$ cat src/rtl/dpot_pkg.sv
`timescale 1ns/1ps
package dpot_pkg;
  // opcode field of the instruction byte (bits 7:4)
  typedef enum logic [3:0] {
    OP_RD_WCR  = 4'h9,
    OP_WR_WCR  = 4'hA,
    OP_RD_DR   = 4'hB,
    OP_WR_DR   = 4'hC,
    OP_DR2WCR  = 4'hD,
    OP_WCR2DR  = 4'hE
  } op_e;

  typedef enum logic [2:0] {
    ST_IDLE,
    ST_ADDR,
    ST_INSTR,
    ST_WDATA,
    ST_RDATA,
    ST_SKIP
  } st_e;
endpackage

$ cat src/rtl/dpot_pin_sync.sv
`timescale 1ns/1ps
module dpot_pin_sync #(
  parameter int             W       = 1,
  parameter int             STAGES  = 2,
  parameter logic [W-1:0]   RST_VAL = '0
) (
  input  logic         clk,
  input  logic         rst_n,
  input  logic [W-1:0] d,
  output logic [W-1:0] q
);
  logic [W-1:0] stg_q [STAGES];

  for (genvar g = 0; g < STAGES; g++) begin : g_stage
    if (g == 0) begin : g_first
      always_ff @(posedge clk or negedge rst_n) begin
        if (!rst_n) stg_q[g] <= RST_VAL;
        else        stg_q[g] <= d;
      end
    end else begin : g_next
      always_ff @(posedge clk or negedge rst_n) begin
        if (!rst_n) stg_q[g] <= RST_VAL;
        else        stg_q[g] <= stg_q[g-1];
      end
    end
  end

  assign q = stg_q[STAGES-1];
endmodule

$ cat src/rtl/dpot_link.sv
`timescale 1ns/1ps
module dpot_link (
  input  logic clk,
  input  logic rst_n,
  input  logic sck_s,
  input  logic cs_n_s,
  input  logic hold_n_s,
  output logic sel,
  output logic rise_ev,
  output logic fall_ev,
  output logic cs_fall,
  output logic cs_rise,
  output logic paused
);
  logic sck_q, csn_q, holdn_q, paused_q, paused_d;
  logic hold_dn, hold_up;

  assign sel     = !cs_n_s;
  // csn_q resets low: a select held low through reset is never seen as a fresh edge
  assign cs_fall = csn_q && !cs_n_s;
  assign cs_rise = !csn_q && cs_n_s;
  assign hold_dn = holdn_q && !hold_n_s && !sck_s;
  assign hold_up = !holdn_q && hold_n_s && !sck_s;

  always_comb begin
    paused_d = paused_q;
    if (cs_n_s)       paused_d = 1'b0;
    else if (hold_dn) paused_d = 1'b1;
    else if (hold_up) paused_d = 1'b0;
  end

  assign rise_ev = sel && !paused_q && sck_s && !sck_q;
  assign fall_ev = sel && !paused_q && !sck_s && sck_q;
  assign paused  = paused_q;

  always_ff @(posedge clk or negedge rst_n) begin
    if (!rst_n) begin
      sck_q    <= 1'b0;
      csn_q    <= 1'b0;
      holdn_q  <= 1'b1;
      paused_q <= 1'b0;
    end else begin
      sck_q    <= sck_s;
      csn_q    <= cs_n_s;
      holdn_q  <= hold_n_s;
      paused_q <= paused_d;
    end
  end
endmodule

$ cat src/rtl/dpot_cmd.sv
`timescale 1ns/1ps
module dpot_cmd
  import dpot_pkg::*;
#(
  parameter int          WIPER_W  = 10,
  parameter int          WORD_W   = 16,
  parameter int          DR_SEL_W = 2,
  parameter int          STRAP_W  = 2,
  parameter logic [3:0]  DEV_TYPE = 4'b0101
) (
  input  logic                clk,
  input  logic                rst_n,
  input  logic                rise_ev,
  input  logic                fall_ev,
  input  logic                cs_fall,
  input  logic                cs_rise,
  input  logic                si_s,
  input  logic [STRAP_W-1:0]  strap,
  input  logic [WIPER_W-1:0]  rd_data,
  output logic                wr_wcr,
  output logic                wr_dr,
  output logic                xfer_d2w,
  output logic                xfer_w2d,
  output logic [DR_SEL_W-1:0] dr_idx,
  output logic [WIPER_W-1:0]  wr_data,
  output logic                rd_src_wcr,
  output logic [DR_SEL_W-1:0] rd_idx,
  output logic                so_bit,
  output logic                so_active,
  output st_e                 fsm_state
);
  localparam int BYTE_W = 8;
  localparam int CNT_W  = $clog2(WORD_W);
  localparam int PAD_W  = WORD_W - WIPER_W;
  localparam logic [CNT_W-1:0] BYTE_LAST = CNT_W'(BYTE_W - 1);
  localparam logic [CNT_W-1:0] WORD_LAST = CNT_W'(WORD_W - 1);

  st_e                 state_q, state_d;
  logic [CNT_W-1:0]    cnt_q, cnt_d;
  logic [WORD_W-1:0]   shin_q, shin_d, shout_q, shout_d, in_word;
  logic [DR_SEL_W-1:0] idx_q, idx_d;
  logic                todr_q, todr_d, so_q, so_d;
  logic [BYTE_W-1:0]   in_byte, my_addr;

  assign in_word    = {shin_q[WORD_W-2:0], si_s};
  assign in_byte    = in_word[BYTE_W-1:0];
  assign my_addr    = {DEV_TYPE, strap, 2'b00};
  assign rd_idx     = in_byte[DR_SEL_W-1:0];
  assign dr_idx     = (state_q == ST_INSTR) ? in_byte[DR_SEL_W-1:0] : idx_q;
  assign wr_data    = in_word[WIPER_W-1:0];
  assign so_bit     = so_q;
  assign so_active  = (state_q == ST_RDATA);
  assign fsm_state  = state_q;

  always_comb begin
    state_d    = state_q;
    cnt_d      = cnt_q;
    shin_d     = shin_q;
    shout_d    = shout_q;
    idx_d      = idx_q;
    todr_d     = todr_q;
    so_d       = so_q;
    wr_wcr     = 1'b0;
    wr_dr      = 1'b0;
    xfer_d2w   = 1'b0;
    xfer_w2d   = 1'b0;
    rd_src_wcr = 1'b0;
    unique case (state_q)
      ST_ADDR: if (rise_ev) begin
        shin_d = in_word;
        cnt_d  = cnt_q + 1'b1;
        if (cnt_q == BYTE_LAST) begin
          cnt_d   = '0;
          state_d = (in_byte == my_addr) ? ST_INSTR : ST_SKIP;
        end
      end
      ST_INSTR: if (rise_ev) begin
        shin_d = in_word;
        cnt_d  = cnt_q + 1'b1;
        if (cnt_q == BYTE_LAST) begin
          cnt_d   = '0;
          idx_d   = in_byte[DR_SEL_W-1:0];
          state_d = ST_SKIP;
          case (in_byte[7:4])
            OP_RD_WCR: begin
              rd_src_wcr = 1'b1;
              shout_d    = {{PAD_W{1'b0}}, rd_data};
              state_d    = ST_RDATA;
            end
            OP_RD_DR: begin
              shout_d = {{PAD_W{1'b0}}, rd_data};
              state_d = ST_RDATA;
            end
            OP_WR_WCR: begin
              todr_d  = 1'b0;
              state_d = ST_WDATA;
            end
            OP_WR_DR: begin
              todr_d  = 1'b1;
              state_d = ST_WDATA;
            end
            OP_DR2WCR: xfer_d2w = 1'b1;
            OP_WCR2DR: xfer_w2d = 1'b1;
            default:   state_d  = ST_SKIP;
          endcase
        end
      end
      ST_WDATA: if (rise_ev) begin
        shin_d = in_word;
        cnt_d  = cnt_q + 1'b1;
        if (cnt_q == WORD_LAST) begin
          wr_wcr  = !todr_q;
          wr_dr   = todr_q;
          state_d = ST_SKIP;
        end
      end
      ST_RDATA: begin
        if (fall_ev) begin
          so_d    = shout_q[WORD_W-1];
          shout_d = {shout_q[WORD_W-2:0], 1'b0};
        end
        if (rise_ev) begin
          cnt_d = cnt_q + 1'b1;
          if (cnt_q == WORD_LAST) state_d = ST_SKIP;
        end
      end
      default: ;
    endcase
    if (cs_rise) begin
      state_d = ST_IDLE;
    end else if (cs_fall) begin
      state_d = ST_ADDR;
      cnt_d   = '0;
    end
  end

  always_ff @(posedge clk or negedge rst_n) begin
    if (!rst_n) begin
      state_q <= ST_IDLE;
      cnt_q   <= '0;
      shin_q  <= '0;
      shout_q <= '0;
      idx_q   <= '0;
      todr_q  <= 1'b0;
      so_q    <= 1'b0;
    end else begin
      state_q <= state_d;
      cnt_q   <= cnt_d;
      shin_q  <= shin_d;
      shout_q <= shout_d;
      idx_q   <= idx_d;
      todr_q  <= todr_d;
      so_q    <= so_d;
    end
  end
endmodule

$ cat src/rtl/dpot_regs.sv
`timescale 1ns/1ps
module dpot_regs #(
  parameter int WIPER_W  = 10,
  parameter int NUM_DR   = 4,
  parameter int DR_SEL_W = 2
) (
  input  logic                        clk,
  input  logic                        rst_n,
  input  logic                        wp_n_s,
  input  logic                        wr_wcr,
  input  logic                        wr_dr,
  input  logic                        xfer_d2w,
  input  logic                        xfer_w2d,
  input  logic [DR_SEL_W-1:0]         dr_idx,
  input  logic [WIPER_W-1:0]          wr_data,
  input  logic                        rd_src_wcr,
  input  logic [DR_SEL_W-1:0]         rd_idx,
  output logic [WIPER_W-1:0]          wiper,
  output logic [WIPER_W-1:0]          rd_data,
  output logic [NUM_DR*WIPER_W-1:0]   dr_flat,
  output logic                        recall
);
  logic [WIPER_W-1:0] wcr_q, wcr_d, dr_wval;
  logic [WIPER_W-1:0] dr_q [NUM_DR];
  logic               recall_q;
  logic               dr_store;

  assign dr_store = wp_n_s && (wr_dr || xfer_w2d);
  assign dr_wval  = wr_dr ? wr_data : wcr_q;

  always_comb begin
    wcr_d = wcr_q;
    if (recall_q)      wcr_d = dr_q[0];
    else if (wr_wcr)   wcr_d = wr_data;
    else if (xfer_d2w) wcr_d = dr_q[dr_idx];
  end

  always_ff @(posedge clk or negedge rst_n) begin
    if (!rst_n) begin
      wcr_q    <= '0;
      recall_q <= 1'b1;
    end else begin
      wcr_q    <= wcr_d;
      recall_q <= 1'b0;
    end
  end

  // storage models nonvolatile cells: deliberately untouched by rst_n
  for (genvar i = 0; i < NUM_DR; i++) begin : g_dr
    logic we;
    assign we = dr_store && (dr_idx == DR_SEL_W'(i));
    always_ff @(posedge clk) begin
      if (we) dr_q[i] <= dr_wval;
    end
    assign dr_flat[i*WIPER_W +: WIPER_W] = dr_q[i];
  end

  assign rd_data = rd_src_wcr ? wcr_q : dr_q[rd_idx];
  assign wiper   = wcr_q;
  assign recall  = recall_q;
endmodule

$ cat src/rtl/dpot_spi_ctrl.sv
`timescale 1ns/1ps
module dpot_spi_ctrl
  import dpot_pkg::*;
#(
  parameter int         WIPER_W     = 10,
  parameter int         NUM_DR      = 4,
  parameter int         SYNC_STAGES = 2,
  parameter logic [3:0] DEV_TYPE    = 4'b0101
) (
  input  logic               clk,
  input  logic               rst_n,
  input  logic               cs_n,
  input  logic               sck,
  input  logic               si,
  input  logic               hold_n,
  input  logic               wp_n,
  input  logic [1:0]         strap,
  output logic               so,
  output logic               so_oe,
  output logic [WIPER_W-1:0] wiper
);
  localparam int DR_SEL_W = $clog2(NUM_DR);
  localparam int WORD_W   = 16;
  localparam int PIN_W    = 5;
  // pin order {wp_n, hold_n, si, sck, cs_n}; cs resets low (see dpot_link)
  localparam logic [PIN_W-1:0] PIN_RST = 5'b01000;

  logic [PIN_W-1:0] pin_s;
  logic cs_n_s, sck_s, si_s, hold_n_s, wp_n_s;
  logic sel, rise_ev, fall_ev, cs_fall, cs_rise, paused;
  logic wr_wcr, wr_dr, xfer_d2w, xfer_w2d, rd_src_wcr, so_active, recall;
  logic [DR_SEL_W-1:0]       dr_idx, rd_idx;
  logic [WIPER_W-1:0]        wr_data, rd_data;
  logic [NUM_DR*WIPER_W-1:0] dr_flat;
  st_e                       fsm_state;

  dpot_pin_sync #(.W(PIN_W), .STAGES(SYNC_STAGES), .RST_VAL(PIN_RST)) u_sync (
    .clk(clk), .rst_n(rst_n),
    .d({wp_n, hold_n, si, sck, cs_n}),
    .q(pin_s)
  );
  assign {wp_n_s, hold_n_s, si_s, sck_s, cs_n_s} = pin_s;

  dpot_link u_link (
    .clk(clk), .rst_n(rst_n), .sck_s(sck_s), .cs_n_s(cs_n_s), .hold_n_s(hold_n_s),
    .sel(sel), .rise_ev(rise_ev), .fall_ev(fall_ev),
    .cs_fall(cs_fall), .cs_rise(cs_rise), .paused(paused)
  );

  dpot_cmd #(.WIPER_W(WIPER_W), .WORD_W(WORD_W), .DR_SEL_W(DR_SEL_W),
             .STRAP_W(2), .DEV_TYPE(DEV_TYPE)) u_cmd (
    .clk(clk), .rst_n(rst_n), .rise_ev(rise_ev), .fall_ev(fall_ev),
    .cs_fall(cs_fall), .cs_rise(cs_rise), .si_s(si_s), .strap(strap),
    .rd_data(rd_data), .wr_wcr(wr_wcr), .wr_dr(wr_dr), .xfer_d2w(xfer_d2w),
    .xfer_w2d(xfer_w2d), .dr_idx(dr_idx), .wr_data(wr_data),
    .rd_src_wcr(rd_src_wcr), .rd_idx(rd_idx), .so_bit(so),
    .so_active(so_active), .fsm_state(fsm_state)
  );

  dpot_regs #(.WIPER_W(WIPER_W), .NUM_DR(NUM_DR), .DR_SEL_W(DR_SEL_W)) u_regs (
    .clk(clk), .rst_n(rst_n), .wp_n_s(wp_n_s), .wr_wcr(wr_wcr), .wr_dr(wr_dr),
    .xfer_d2w(xfer_d2w), .xfer_w2d(xfer_w2d), .dr_idx(dr_idx), .wr_data(wr_data),
    .rd_src_wcr(rd_src_wcr), .rd_idx(rd_idx), .wiper(wiper), .rd_data(rd_data),
    .dr_flat(dr_flat), .recall(recall)
  );

  assign so_oe = so_active && !paused;
endmodule

$ cat config.mk
export PLATFORM = sky130hd
export DESIGN_NAME = dpot_spi_ctrl
export DESIGN_NICKNAME = d
export VERILOG_FILES = /design/src/rtl/dpot_pkg.sv /design/src/rtl/dpot_pin_sync.sv /design/src/rtl/dpot_link.sv /design/src/rtl/dpot_cmd.sv /design/src/rtl/dpot_regs.sv /design/src/rtl/dpot_spi_ctrl.sv
export SDC_FILE = /design/constraint.sdc
export NUM_CORES = 1
export LEC_CHECK = 0
export BUFFER_PORTS_ARGS = -buffer_cell sky130_fd_sc_hd__buf_2
export CAP_MARGIN = 20
export CORE_ASPECT_RATIO = 1.5
export CORE_MARGIN = 2
export CORE_UTILIZATION = 43
export DETAILED_ROUTE_END_ITERATION = 7
export GPL_TIMING_DRIVEN = 1
export MAX_ROUTING_LAYER = met4
export PLACE_DENSITY = 0.68
export SYNTH_ARGS = -nofsm -noshare
export SYNTH_HDL_FRONTEND = slang
export SYNTH_SLANG_ARGS = --single-unit
$ cat constraint.sdc
create_clock -name clk -period 2.7 [get_ports clk]
set_input_delay 0 -clock clk [delete_from_list [all_inputs] [get_ports clk]]
set_output_delay 0 -clock clk [all_outputs]
set_load 0.005 [all_outputs]
=== Yosys cells after proc, flatten, opt, wreduce, memory -nomap -nowiden ===
Memory sizes are Yosys's and may differ from the RTL's.
Cells that the tools add are included.

* Flip-flop bits (word level): 61
* Latch bits: 0
* RAM bits: 40
* ROM bits: 0
* Output and inout port bits: 12
* Memories kept: 1

{| class="wikitable"
|+ Memory list
! memory !! depth !! width !! read ports !! clocked after Yosys merged registers in !! wr ports !! line !! RTL
|-
| u_regs.dr_q || 4 || 10 || 3 || 0 || 1 || dpot_regs.sv:24 || <nowiki>logic [WIPER_W-1:0] dr_q [NUM_DR];</nowiki>
|}

* $add $sub $neg: 1
* $mul: 0
* Divide/modulo/power cells: 0
* $lt $le $gt $ge: 0
* Eq/ne operators: 26
* Shift operators: 0
* Mux-type cells: 67
* Bitwise logic cells: 0
* Reduce and logical (&&, ||, !) cells: 46

{| class="wikitable"
|+ Operators with widths
! cell !! count
|-
| $mux 10 || 8
|-
| $mux 16 || 4
|-
| $mux 1 || 32
|-
| $pmux 16 s2 || 1
|-
| $reduce_or 10->1 || 3
|-
| $eq 4x4->1 const B || 7
|-
| $mux 3 || 9
|-
| $mux 4 || 5
|-
| $logic_and 1x1->1 || 17
|-
| $ne 4x4->1 const B || 3
|-
| $pmux 3 s3 || 1
|-
| $eq 8x7->1 || 1
|-
| $logic_not 1->1 || 8
|-
| $mux 2 || 4
|-
| $ne 2x2->1 const B || 4
|-
| $ne 4x1->1 const B || 2
|-
| $pmux 4 s2 || 1
|-
| $reduce_or 2->1 || 4
|-
| $reduce_and 7->1 || 1
|-
| $eq 3x2->1 const B || 2
|-
| $pmux 3 s2 || 1
|-
| $reduce_bool 3->1 || 2
|-
| $reduce_and 5->1 || 1
|-
| $reduce_bool 5->1 || 1
|-
| other kinds (15) || 18
|}

=== Longest topological paths before layout ===
Gate-level depths: netlist of run 1.

* Word-level depth: 15
* Depth in mapped cells: 9
* Depth with buffers taken out: 7

=== By module ===
Synthesis of run 1 repeated with hierarchy kept, for this count alone.

* Cells, all modules: 437
* Area, all modules: 5118.7 um2

{| class="wikitable"
|+ Modules (own cells, without submodules)
! module !! instances !! cells an instance !! area each (um2) !! seq. area each (um2)
|-
| dpot_regs || 1 || 195 || 2663.8 || 1477.7
|-
| dpot_cmd || 1 || 213 || 1988.2 || 900.9
|-
| dpot_pin_sync || 1 || 15 || 290.3 || 252.7
|-
| dpot_link || 1 || 13 || 162.7 || 101.3
|-
| dpot_spi_ctrl || 1 || 1 || 13.8 || 0.0
|}

=== Least setup slack after synthesis of run 1 ===
Ideal clock, no wire load.

* Path kind: flip-flop to flip-flop
* Start: reg u_sync.stg_q, in the netlist u_sync.q[0]
* End: mem u_regs.dr_q[1][0] (enable)
* Arrival time: 2315 ps
* Slack: 7 ps
* Cell stages (with the launch flop): 7
* Buffers on the path: 2
* Period minus slack after synthesis: 2693 ps
* Cells stage by stage: dfrtp_1 or4b_1 buf_2 or3_1 clkbuf_1 a21bo_2 nor2b_1

* Cells in the longest elaborated chain, start to end: 15
* Elaborated cells on any way between the ends: 31

{| class="wikitable"
|+ Ends and longest elaborated chain
! what !! line !! RTL
|-
| from (decl) || dpot_pin_sync.sv:12 || <nowiki>logic [W-1:0] stg_q [STAGES];</nowiki>
|-
| from (signal, indexed assignment) || dpot_pin_sync.sv:23 || <nowiki>else stg_q[g] <= stg_q[g-1];</nowiki>
|-
| $logic_not 1->1 (*) || dpot_link.sv:18 || <nowiki>assign sel = !cs_n_s;</nowiki>
|-
| $logic_and 1x1->1 (*) (3 in a row) || dpot_link.sv:32 || <nowiki>assign rise_ev = sel && !paused_q && sck_s && !sck_q;</nowiki>
|-
| $mux 1 (on tied branches) || dpot_cmd.sv:108, dpot_cmd.sv:77 ||
|-
| $mux 1 || dpot_cmd.sv:68 || <nowiki>unique case (state_q)</nowiki>
|-
| $logic_or 1x1->1 (*) || dpot_regs.sv:28 || <nowiki>assign dr_store = wp_n_s && (wr_dr || xfer_w2d);</nowiki>
|-
| $logic_and 1x1->1 (*) || dpot_regs.sv:28 ||
|-
| $logic_and 1x1->1 (*) || dpot_regs.sv:51 || <nowiki>assign we = dr_store && (dr_idx == DR_SEL_W'(i));</nowiki>
|-
| net u_regs.g_dr[1].we || dpot_regs.sv:50 || <nowiki>logic we;</nowiki>
|-
| $mux 1 (*) || dpot_regs.sv:53 || <nowiki>if (we) dr_q[i] <= dr_wval;</nowiki>
|-
| $mux 1 (implied by the code) (*) || dpot_regs.sv:53 ||
|-
| $reduce_or 10->1 (no source line) || - ||
|-
| $mux 2 (no source line) / $mux 1 (equally long branches) (3 in a row) || - ||
|-
| to (decl) || dpot_regs.sv:24 ||
|}

The timed path passes the listed nets; every way through them passes the cells marked *.

=== Worst setup path after layout of run 1 ===
* Start: reg u_sync.stg_q, in the netlist u_sync.q[0]
* End: mem u_regs.dr_q[3][6] (enable)

* Elaborated cells on any way between the ends: 31

{| class="wikitable"
|+ RTL lines
! what !! line
|-
| $logic_not 1->1 (*) || dpot_link.sv:18
|-
| $logic_and 1x1->1 (*) (3 in a row) || dpot_link.sv:32
|-
| $mux 1 (on tied branches) || dpot_cmd.sv:108, dpot_cmd.sv:77
|-
| $mux 1 || dpot_cmd.sv:68
|-
| $logic_or 1x1->1 (*) || dpot_regs.sv:28
|-
| $logic_and 1x1->1 (*) || dpot_regs.sv:28
|-
| $logic_and 1x1->1 (*) || dpot_regs.sv:51
|-
| net u_regs.g_dr[3].we || dpot_regs.sv:50
|-
| $mux 1 (*) || dpot_regs.sv:53
|-
| $mux 1 (implied by the code) (*) || dpot_regs.sv:53
|-
| $reduce_or 10->1 (no source line) || -
|-
| $mux 2 (no source line) / $mux 1 (equally long branches) || -
|}

Marks and branches as above.

==> flow_summary.yaml, run 1 <==
outcome:
  outcome: "finished, final reports clean"
grt:
  antenna_found_initial: 0
  grt-ovfl-total: 0
  grt_usage_pct: 19.95
  grt_pass1_vias: 3564
  grt_max_degree: 30
  grt_pass1_wl_um: 18360
synth:
  syn_inst: 406
  async_flop_share_pct: 60.40
  synth.largest_area_cell: "dfrtp_1"
  synth.area.top_cells: "dfrtp_1 (29%), edfxtp_1 (25%), mux2_2 (5.5%), mux4_2 (4.6%), nand2_1 (3.0%)"
  synth_compound_area_share_pct: 12.95
  synth-edff-count: 40
  yosysSeqAreaShare_pct: 55.89
  synth_nets: 418
  synth_xor_area_share_pct: 0.7165
  yosys.area_share.simple_pct: 12.13
  synth_top_family_by_area: "multiplexers"
  synth_flop_cell: "dfrtp_1"
  synth_top_area_share_pct: 29.17
  synth.avg_cell_area_um2: 12.04
  synthDistinctLibCells: 54
  synth-warning-count: 0
  syn_area_mm2: 0.004890
  synth_fa_ha_area_share_pct: 0.7677
  synth.mux.area_fraction_pct: 14.15
  ys_ff_latch: 101
worst_setup_path:
  arrival_ps: 2590
  start_kind: "register"
  crit_path_end_kind: "register"
  cp_cell_sequence: "or4b_1, or3_1, a21bo_2, nor2b_1, buf_4"
  crit_path_end: "u_regs.dr_q[3][6]"
  slowest_stage: "or4b_1"
  cpPeakStageDelay_ps: 740
  cp.required_ps: 2740
  worstSetupPathType: "register to register"
  rr_worst_depth: 5
  r2r_start: "u_sync.q[0]"
  rr_endpoint: "u_regs.dr_q[3][6]"
  r2r_slack_ps: 150
  cp-startpoint: "u_sync.q[0]"
  crit_fanout: 10
placement:
  dp_cells: 573
  io_buffers: 20
  place.detailed.hpwl_um: 8013
  place.gp.congestion: 0.8734
die:
  rows: 47
  die_h_um: 134.6
  fp.dieW_um: 91.07
  coreArea_mm2: 0.01106
  io_pins: 21
  initial_utilization_pct: 44.23
  design.die.area_mm2: 0.01226
power:
  powerDensity_mw_per_mm2: 674.1
  p_int_mw: 2.691
  p_sw_share_pct: 28.50
  seqPwrFrac_pct: 52.0
  p_leak_nw: 2.275
  combPwrFrac_pct: 15.8
  p_sw_mw: 1.073
  clkPwrFrac_pct: 32.2
  vdd_ir_drop_max_mv: 0.3179
finish:
  final_util_pct: 50.50
  fin_cells: 596
  drive_above_1_share_pct: 24.72
  diodes: 0
  area_growth_pct: 14.18
  fin_nets: 456
sta:
  finalCritPeriodShare_pct: 94.31
  fmax_mhz: 392.7
  worst_slew_pin_slew_ps: 836.5
  rsz0062_at_grt: "false"
  slew_violations: 0
  slew_headroom_pct: 44.23
  tns_ps: 0
  finalHoldViolations: 0
  setup_viol: 0
  skew_ps: 9.144
  fin_crit_ps: 2546
clock_tree:
  htree_levels: 3
  cts_buffers: 9
  cts_setup_buffers: 0
  tritoncts: "built"
  cts_buffer_depth: 2
  cts_root_buffer: "clkbuf_16"
  clk_pin_slew_ps: 60
  cts.sinks: 101
  insertion_delay_ps: 340
  ctsResizeCount: 0
routing:
  dr_total_vias: 3342
  wl_um: 11040
  drc_errors: 0
  detail_route.first_pass.iterations: 5
  viasPerCell: 5.607
  drt_iter0_drc: 214
  postRouteAntennaNets: 0
  routedWlPerCell_um: 18.53
flow_run:
  cap_viol_max_count: 0
min_path:
  worstHoldPathType: "input pin to register"
==> per-layer routing <==
metal | vias up | track usage [%] | wire length (um)
met5 | - | - | 0
met4 | 0 | 10.35 | 386
met3 | 20 | 3.237 | 385
met2 | 98 | 34.77 | 5940
met1 | 1651 | 21.93 | 4332
li1 | 1573 | - | -
==> layout by cell type, fill, tap and decap left out, types with 7 or more instances in the layout <==
master and n:
nand2_1 39, inv_1 10, buf_4 25, a21oi_1 24, edfxtp_1 40, nor2_1 29, buf_2 20, nand2b_1 7
mux2_2 24, o21ai_0 18, o21ai_1 19, dfrtp_1 57, clkbuf_16 9, mux4_2 10, mux2i_1 8
==> critical path: cells and delay by family, from the launching register on <==
kind	cells	cell delay (ps)
flip-flops	1	450
buffers and inverters	1	220
AND/OR/NAND/NOR	3	1340
AO/OA/AOI/OAI	1	240
==> what timing repair did <==
action | 4_1_cts | 5_1_grt
setup endpoints to repair | 0 | 7
hold buffers | 6 | 0
endpoints found under the hold margin | 30 | 0
==> cell families (layout without fill, tap and decap cells) <==
kind of cell | Yosys count | after routing
buf+inv | 34 | 77
compound gates | 101 | 101
flops | 101 | 101
fa+ha+maj | 3 | 3
simple gates | 112 | 112
mux | 50 | 50
xor+xnor | 4 | 4
other cells | 1 | 1
==> power groups by stage <==
stage	combinational (mW)	sequential (mW)	clock (mW)
2_1_floorplan	0.508	1.85	0
3_5_place_dp	0.580	1.99	0
6_report	0.595	1.95	1.21
5_1_grt	0.655	1.98	1.30
4_1_cts	0.594	1.96	1.23
3_3_place_gp	0.566	1.97	0
==> flip-flops by register name, summed over array words and instances, names as in the netlist <==
signal and count:
u_cmd.cnt_q 4, u_cmd.fsm_state 3, u_cmd.idx_q 2, u_cmd.shin_q 9
u_cmd.shout_q 16, u_cmd.so_bit 1, u_cmd.todr_q 1, u_link.csn_q 1
u_link.holdn_q 1, u_link.paused 1, u_link.sck_q 1, u_regs.dr_q 40
u_regs.recall 1, u_regs.wiper 10, u_sync.q 5, u_sync.stg_q 5
==> worst min path at each step <==
stage               startpoint            endpoint  cells past startpoint
floorplan                rst_n      u_cmd.cnt_q[0]                      0
global placement         rst_n      u_cmd.cnt_q[0]                      1
detailed placement       rst_n      u_cmd.cnt_q[1]                      1
CTS                   strap[0]  u_cmd.fsm_state[1]                      6
global route          strap[1]  u_cmd.fsm_state[1]                      6
finish                strap[0]  u_cmd.fsm_state[1]                      6
==> cells in the mapped netlist, types with 3 or more instances <==
master,instances
o21bai_1,3
nand2_1,39
a221oi_1,5
clkbuf_1,13
o21ai_1,19
a21oi_1,24
ha_1,3
nor2b_1,5
a21o_1,6
nand3b_1,3
mux2_2,24
dfrtp_1,57
dfstp_2,4
inv_1,10
a221o_1,5
o21ai_0,18
edfxtp_1,40
mux4_2,10
mux2i_1,8
a22o_1,6
mux2_1,5
buf_2,7
nand4_1,3
o31ai_1,5
nor3_1,3
a22oi_1,6
nand2b_1,7
nor2_1,29
or3_1,3
buf_6,3
==> through the flow <==
stage	power (mW)	area [um^2]	hold WS (ps)	setup slack (ps)
floorplan	2.362	4890	-295.6	7.248
global placement	2.540	5235	90.71	202.1
CTS	3.780	5575	240.8	138.4
detailed placement	2.565	5235	96.63	139.3
global route	3.939	5583	283.8	3.385
finish	3.763	5583	232.3	153.8
==> final cells by class <==
class                   instances  area, um^2
repair buffers                 51       347.8
flip-flops and latches        101        2733
clock inverters                 7       55.05
multi-input cells             271        2001
clock buffers                   9       225.2
fillers                       992        5473
well taps                     147       183.9
inverters                      10       37.54
Note: power is estimated with default switching activity, not from simulation.
==> run 2: changes to the inputs <==
CORE_MARGIN = 3   (was 2)
==> run 2 against run 1 <==
Against the previous run: clock power up 3%; worst hold slack worse by 47 ps; die area increased by 3.7%; power is 1.1% higher; setup slack gained 35 ps; cell count stayed put; global-route usage is 1.2 points lower; sequential power is essentially flat; flip-flop and latch count stayed put; wire length fell by 0.79%; non-clock buffer count stayed put.
==> flow_summary.yaml, run 2 (synthesis gave the netlist of run 1 again) <==
outcome:
  outcome: "finished, final reports clean"
worst_setup_path:
  crit_fanout: 10
  crit_path_end_kind: "register"
  worstSetupPathType: "register to register"
  r2r_slack_ps: 190
  rr_worst_depth: 5
  r2r_start: "u_sync.q[0]"
  arrival_ps: 2750
  rr_endpoint: "u_regs.wiper[8]"
  cp.required_ps: 2940
  start_kind: "register"
finish:
  area_growth_pct: 14.46
  final_util_pct: 50.62
  largest_reg_flops: 40
  fin_nets: 456
  max_flop_register: "u_regs.dr_q"
  diodes: 0
  final_cell_mix: "dfrtp_1 (57), edfxtp_1 (40), nand2_1 (39), nor2_1 (29), buf_4 (25)"
  drive_above_1_share_pct: 24.72
  layout_commonest_cell: "dfrtp_1"
  fin_cells: 596
grt:
  grt_pass1_vias: 3509
  grt_pass1_wl_um: 17840
  grt_usage_pct: 18.78
  grt-ovfl-total: 0
  antenna_found_initial: 0
  grt_max_degree: 29
die:
  die_h_um: 136.6
  initial_utilization_pct: 44.23
  design.die.area_mm2: 0.01271
  coreArea_mm2: 0.01106
  io_pins: 21
  rows: 47
  fp.dieW_um: 93.07
sta:
  worst_slew_pin_slew_ps: 897.8
  layout_setup_ws_ps: 188.8
  setup_viol: 0
  slew_violations: 0
  skew_ps: 6.664
  rsz0062_at_grt: "false"
  tns_ps: 0
  finalCritPeriodShare_pct: 93.01
  finalHoldViolations: 0
  slew_headroom_pct: 39.74
  fmax_mhz: 398.2
  fin_crit_ps: 2511
clock_tree:
  cts.sinks: 101
  tritoncts: "built"
  clk_pin_slew_ps: 70
  insertion_delay_ps: 350
  cts_root_buffer: "clkbuf_16"
  htree_levels: 3
  cts_buffers: 9
  cts_buffer_depth: 2
placement:
  place.detailed.hpwl_um: 8094
  io_buffers: 20
  dp_cells: 573
  place.gp.congestion: 0.8931
  place_ws_ps: 235.2
power:
  vdd_ir_drop_max_mv: 0.2697
  power_mw: 3.803
  powerDensity_mw_per_mm2: 679.5
  p_leak_nw: 2.276
flow_run:
  cap_viol_max_count: 0
min_path:
  min-delay-start: "strap[0]"
  worstHoldPathType: "input pin to register"
  hold_depth: 6
  whs_endpoint: "u_cmd.fsm_state[1]"
routing:
  drt_iter0_drc: 194
  routedWlPerCell_um: 18.38
  wl_um: 10960
  dr_total_vias: 3343
  drc_errors: 0
  postRouteAntennaNets: 0
  detail_route.first_pass.iterations: 4
  viasPerCell: 5.609
## run 2: changes by cell type in the layout (fill, tap and decap cells not counted)
| cell | change |
|---|---|
| clkinvlp_4 | +1 |
| clkinv_8 | +1 |
| clkinv_2 | -2 |
## run 2: per-stage QoR
step / instance area (um^2) / hold slack [ps]
after floorplan: 4890 / -295.6
after global placement: 5235 / 45.49
after detailed placement: 5235 / 53.09
after CTS: 5589 / 185.0
after global routing: 5597 / 251.4
final: 5597 / 185.5
## run 2: what timing repair did
item	CTS	global route
setup buffers	0	0
hold buffers	6	0
resized for setup	0	0
hold endpoints to repair	27	0
## run 2: critical path, cell delays in order, from the launching register on
cell	delay (ps)
dfrtp_1	460
or4b_1	730
nor4_4	570
nor3_2	240
a22o_1	240
a21o_1	160
## run 2: area by class of cell
cell class,count,area (um^2)
repair buffers,51,347.8
flip-flops and latches,101,2733
well taps,147,183.9
multi-input cells,271,2001
clock buffers,9,225.2
clock inverters,7,68.82
inverters,10,37.54
fillers,1002,5459
## run 2: where the power goes
part	total, mW	switching [mW]	internal, mW
Sequential	1.95	0.207	1.74
Combinational	0.603	0.288	0.315
Clock	1.25	0.601	0.647
Total	3.80	1.10	2.71
## run 2: worst max path at each step
stage | startpoint | end | cells after the start
after floorplan | u_sync.q[0] | u_regs.dr_q[1][0] | 6
after global placement | u_link.paused | u_regs.dr_q[1][8] | 5
after detailed placement | u_sync.q[0] | u_regs.wiper[8] | 5
after CTS | u_sync.q[0] | u_regs.dr_q[3][4] | 5
after global routing | u_sync.q[0] | u_regs.wiper[9] | 5
final | u_sync.q[0] | u_regs.wiper[8] | 5
## run 2: metal layers
layer	vias up	track usage, %	wire length (um)
li1	1573	-	-
met1	1657	20.24	4268
met2	81	32.91	5862
met3	32	3.245	385
met4	0	9.780	441
met5	-	-	0
==> run 3: changes to the inputs <==
CTS_BUF_LIST = sky130_fd_sc_hd__clkbuf_4   (was unset)
==> run 3 against run 2 <==
Against the previous run: register-to-register slack barely moved; wire length fell by 2.1%; first-iteration DRC count rose by 5.7%; critical path depth did not move; cell count rose by 0.17%; combinational power barely moved; non-clock buffer count did not move; largest cell class unchanged; largest power group unchanged.
==> flow_summary.yaml, run 3 (synthesis gave the netlist of run 1 again) <==
die:
  rows: 47
  initial_utilization_pct: 44.23
  die_h_um: 136.6
  io_pins: 21
  design.die.area_mm2: 0.01271
  coreArea_mm2: 0.01106
  fp.dieW_um: 93.07
routing:
  postRouteAntennaNets: 0
  dr_total_vias: 3336
  wl_met2_um: 5817
  wl_met1_um: 4093
  drc_errors: 0
  wl_met3_um: 394
  drt_iter0_drc: 205
  viasPerCell: 5.588
  routedWlPerCell_um: 17.96
  detail_route.first_pass.iterations: 4
  wl_um: 10720
  routed.top_layer: "met4"
outcome:
  outcome: "finished, final reports clean"
sta:
  finalCritPeriodShare_pct: 92.56
  rsz0062_at_grt: "false"
  slew_headroom_pct: 41.70
  finalHoldViolations: 0
  worst_slew_pin_slew_ps: 868.7
  setup_viol: 0
  fmax_mhz: 400.2
  fin_crit_ps: 2499
  tns_ps: 0
  skew_ps: 15.17
  slew_violations: 0
  layout_setup_ws_ps: 200.9
finish:
  layout_commonest_cell: "dfrtp_1"
  final_cell_mix: "dfrtp_1 (57), edfxtp_1 (40), nand2_1 (39), nor2_1 (29), buf_4 (25)"
  drive_above_1_share_pct: 24.72
  fillCellCount: 1022
  fin_nets: 456
  max_flop_register: "u_regs.dr_q"
  largest_reg_flops: 40
  final_cell_area_mm2: 0.005441
  final_util_pct: 49.22
  area_growth_pct: 11.28
worst_setup_path:
  r2r_slack_ps: 200
  rr_worst_depth: 5
  cp.required_ps: 3080
  crit_fanout: 10
  rr_endpoint: "u_regs.wiper[8]"
  arrival_ps: 2880
  start_kind: "register"
  r2r_start: "u_sync.q[0]"
  crit_path_end_kind: "register"
  worstSetupPathType: "register to register"
min_path:
  min-delay-start: "strap[0]"
  hold_depth: 6
  worstHoldPathType: "input pin to register"
  whs_endpoint: "u_cmd.fsm_state[1]"
clock_tree:
  cts_buffers: 9
  cts_root_buffer: "clkbuf_4"
  cts_buffer_depth: 2
  cts.sinks: 101
  insertion_delay_ps: 460
  clk_pin_slew_ps: 170
  tritoncts: "built"
  htree_levels: 3
  cts_setup_buffers: 0
  ctsResizeCount: 0
placement:
  place.gp.congestion: 0.8931
  place.detailed.hpwl_um: 8094
  place_ws_ps: 235.2
  place_area_mm2: 0.005235
  io_buffers: 20
grt:
  grt_max_degree: 29
  grt_pass1_wl_um: 17680
  grt_pass1_vias: 3502
  grt_usage_pct: 18.49
  antenna_found_initial: 1
  grt-ovfl-total: 0
power:
  p_leak_nw: 2.206
  vdd_ir_drop_max_mv: 0.1890
  powerDensity_mw_per_mm2: 607.6
flow_run:
  cap_viol_max_count: 0
run 3: cell types whose count changed in the layout (fill, tap and decap cells not counted), sizes merged:
| cell | before | now |
|---|---|---|
| diode | 0 | 1 |
run 3: metal layers:
layer | GRT usage, % | vias to the layer above
met5 | - | -
met4 | 9.617 | 0
met3 | 3.300 | 29
met2 | 32.30 | 83
met1 | 19.96 | 1647
li1 | - | 1577
run 3: timing repair:
item                                   4_1_cts  5_1_grt
setup endpoints to repair                    0        0
hold buffers                                 6        0
endpoints found under the hold margin       38        0
run 3: how the worst max path moves through the flow:
stage | end | cells after the start | slack (ps) | start
floorplan | u_regs.dr_q[1][0] | 6 | 7 | u_sync.q[0]
global placement | u_regs.dr_q[1][8] | 5 | 280 | u_link.paused
detailed placement | u_regs.wiper[8] | 5 | 240 | u_sync.q[0]
CTS | u_regs.dr_q[3][4] | 5 | 200 | u_sync.q[0]
global route | u_regs.dr_q[3][4] | 6 | 80 | u_sync.q[0]
finish | u_regs.wiper[8] | 5 | 200 | u_sync.q[0]
run 3: through the flow:
step           cells  power, mW  hold WS (ps)
6_report         597      3.306         48.87
5_1_grt          597      3.485         82.72
4_1_cts          595      3.335         31.30
3_5_place_dp     573      2.578         53.09
3_3_place_gp     573      2.550         45.49
2_1_floorplan    406      2.362        -295.6
run 3: worst max-delay path, stage by stage, from the launching register on:
cell and delay, ps:
dfrtp_1 480, or4b_1 730, nor4_4 570, nor3_2 240, a22o_1 240, a21o_1 160
run 3: report_power, final:
group,total [mW],internal (mW),switching [mW]
Clock,0.758,0.211,0.546
Combinational,0.600,0.315,0.285
Sequential,1.95,1.74,0.205
Total,3.31,2.27,1.04
run 3: area by class of cell:
cell class / count / area [um^2] / share of cell area (%)
Antenna cell: 1 / 2.502 / 0.04599
Multi-Input combinational cell: 271 / 2001 / 36.77
Inverter: 10 / 37.54 / 0.6898
Sequential cell: 101 / 2733 / 50.22
Clock buffer: 9 / 67.56 / 1.242
Clock inverter: 7 / 68.82 / 1.265
Tap cell: 147 / 183.9 / 3.380
Timing Repair Buffer: 51 / 347.8 / 6.392
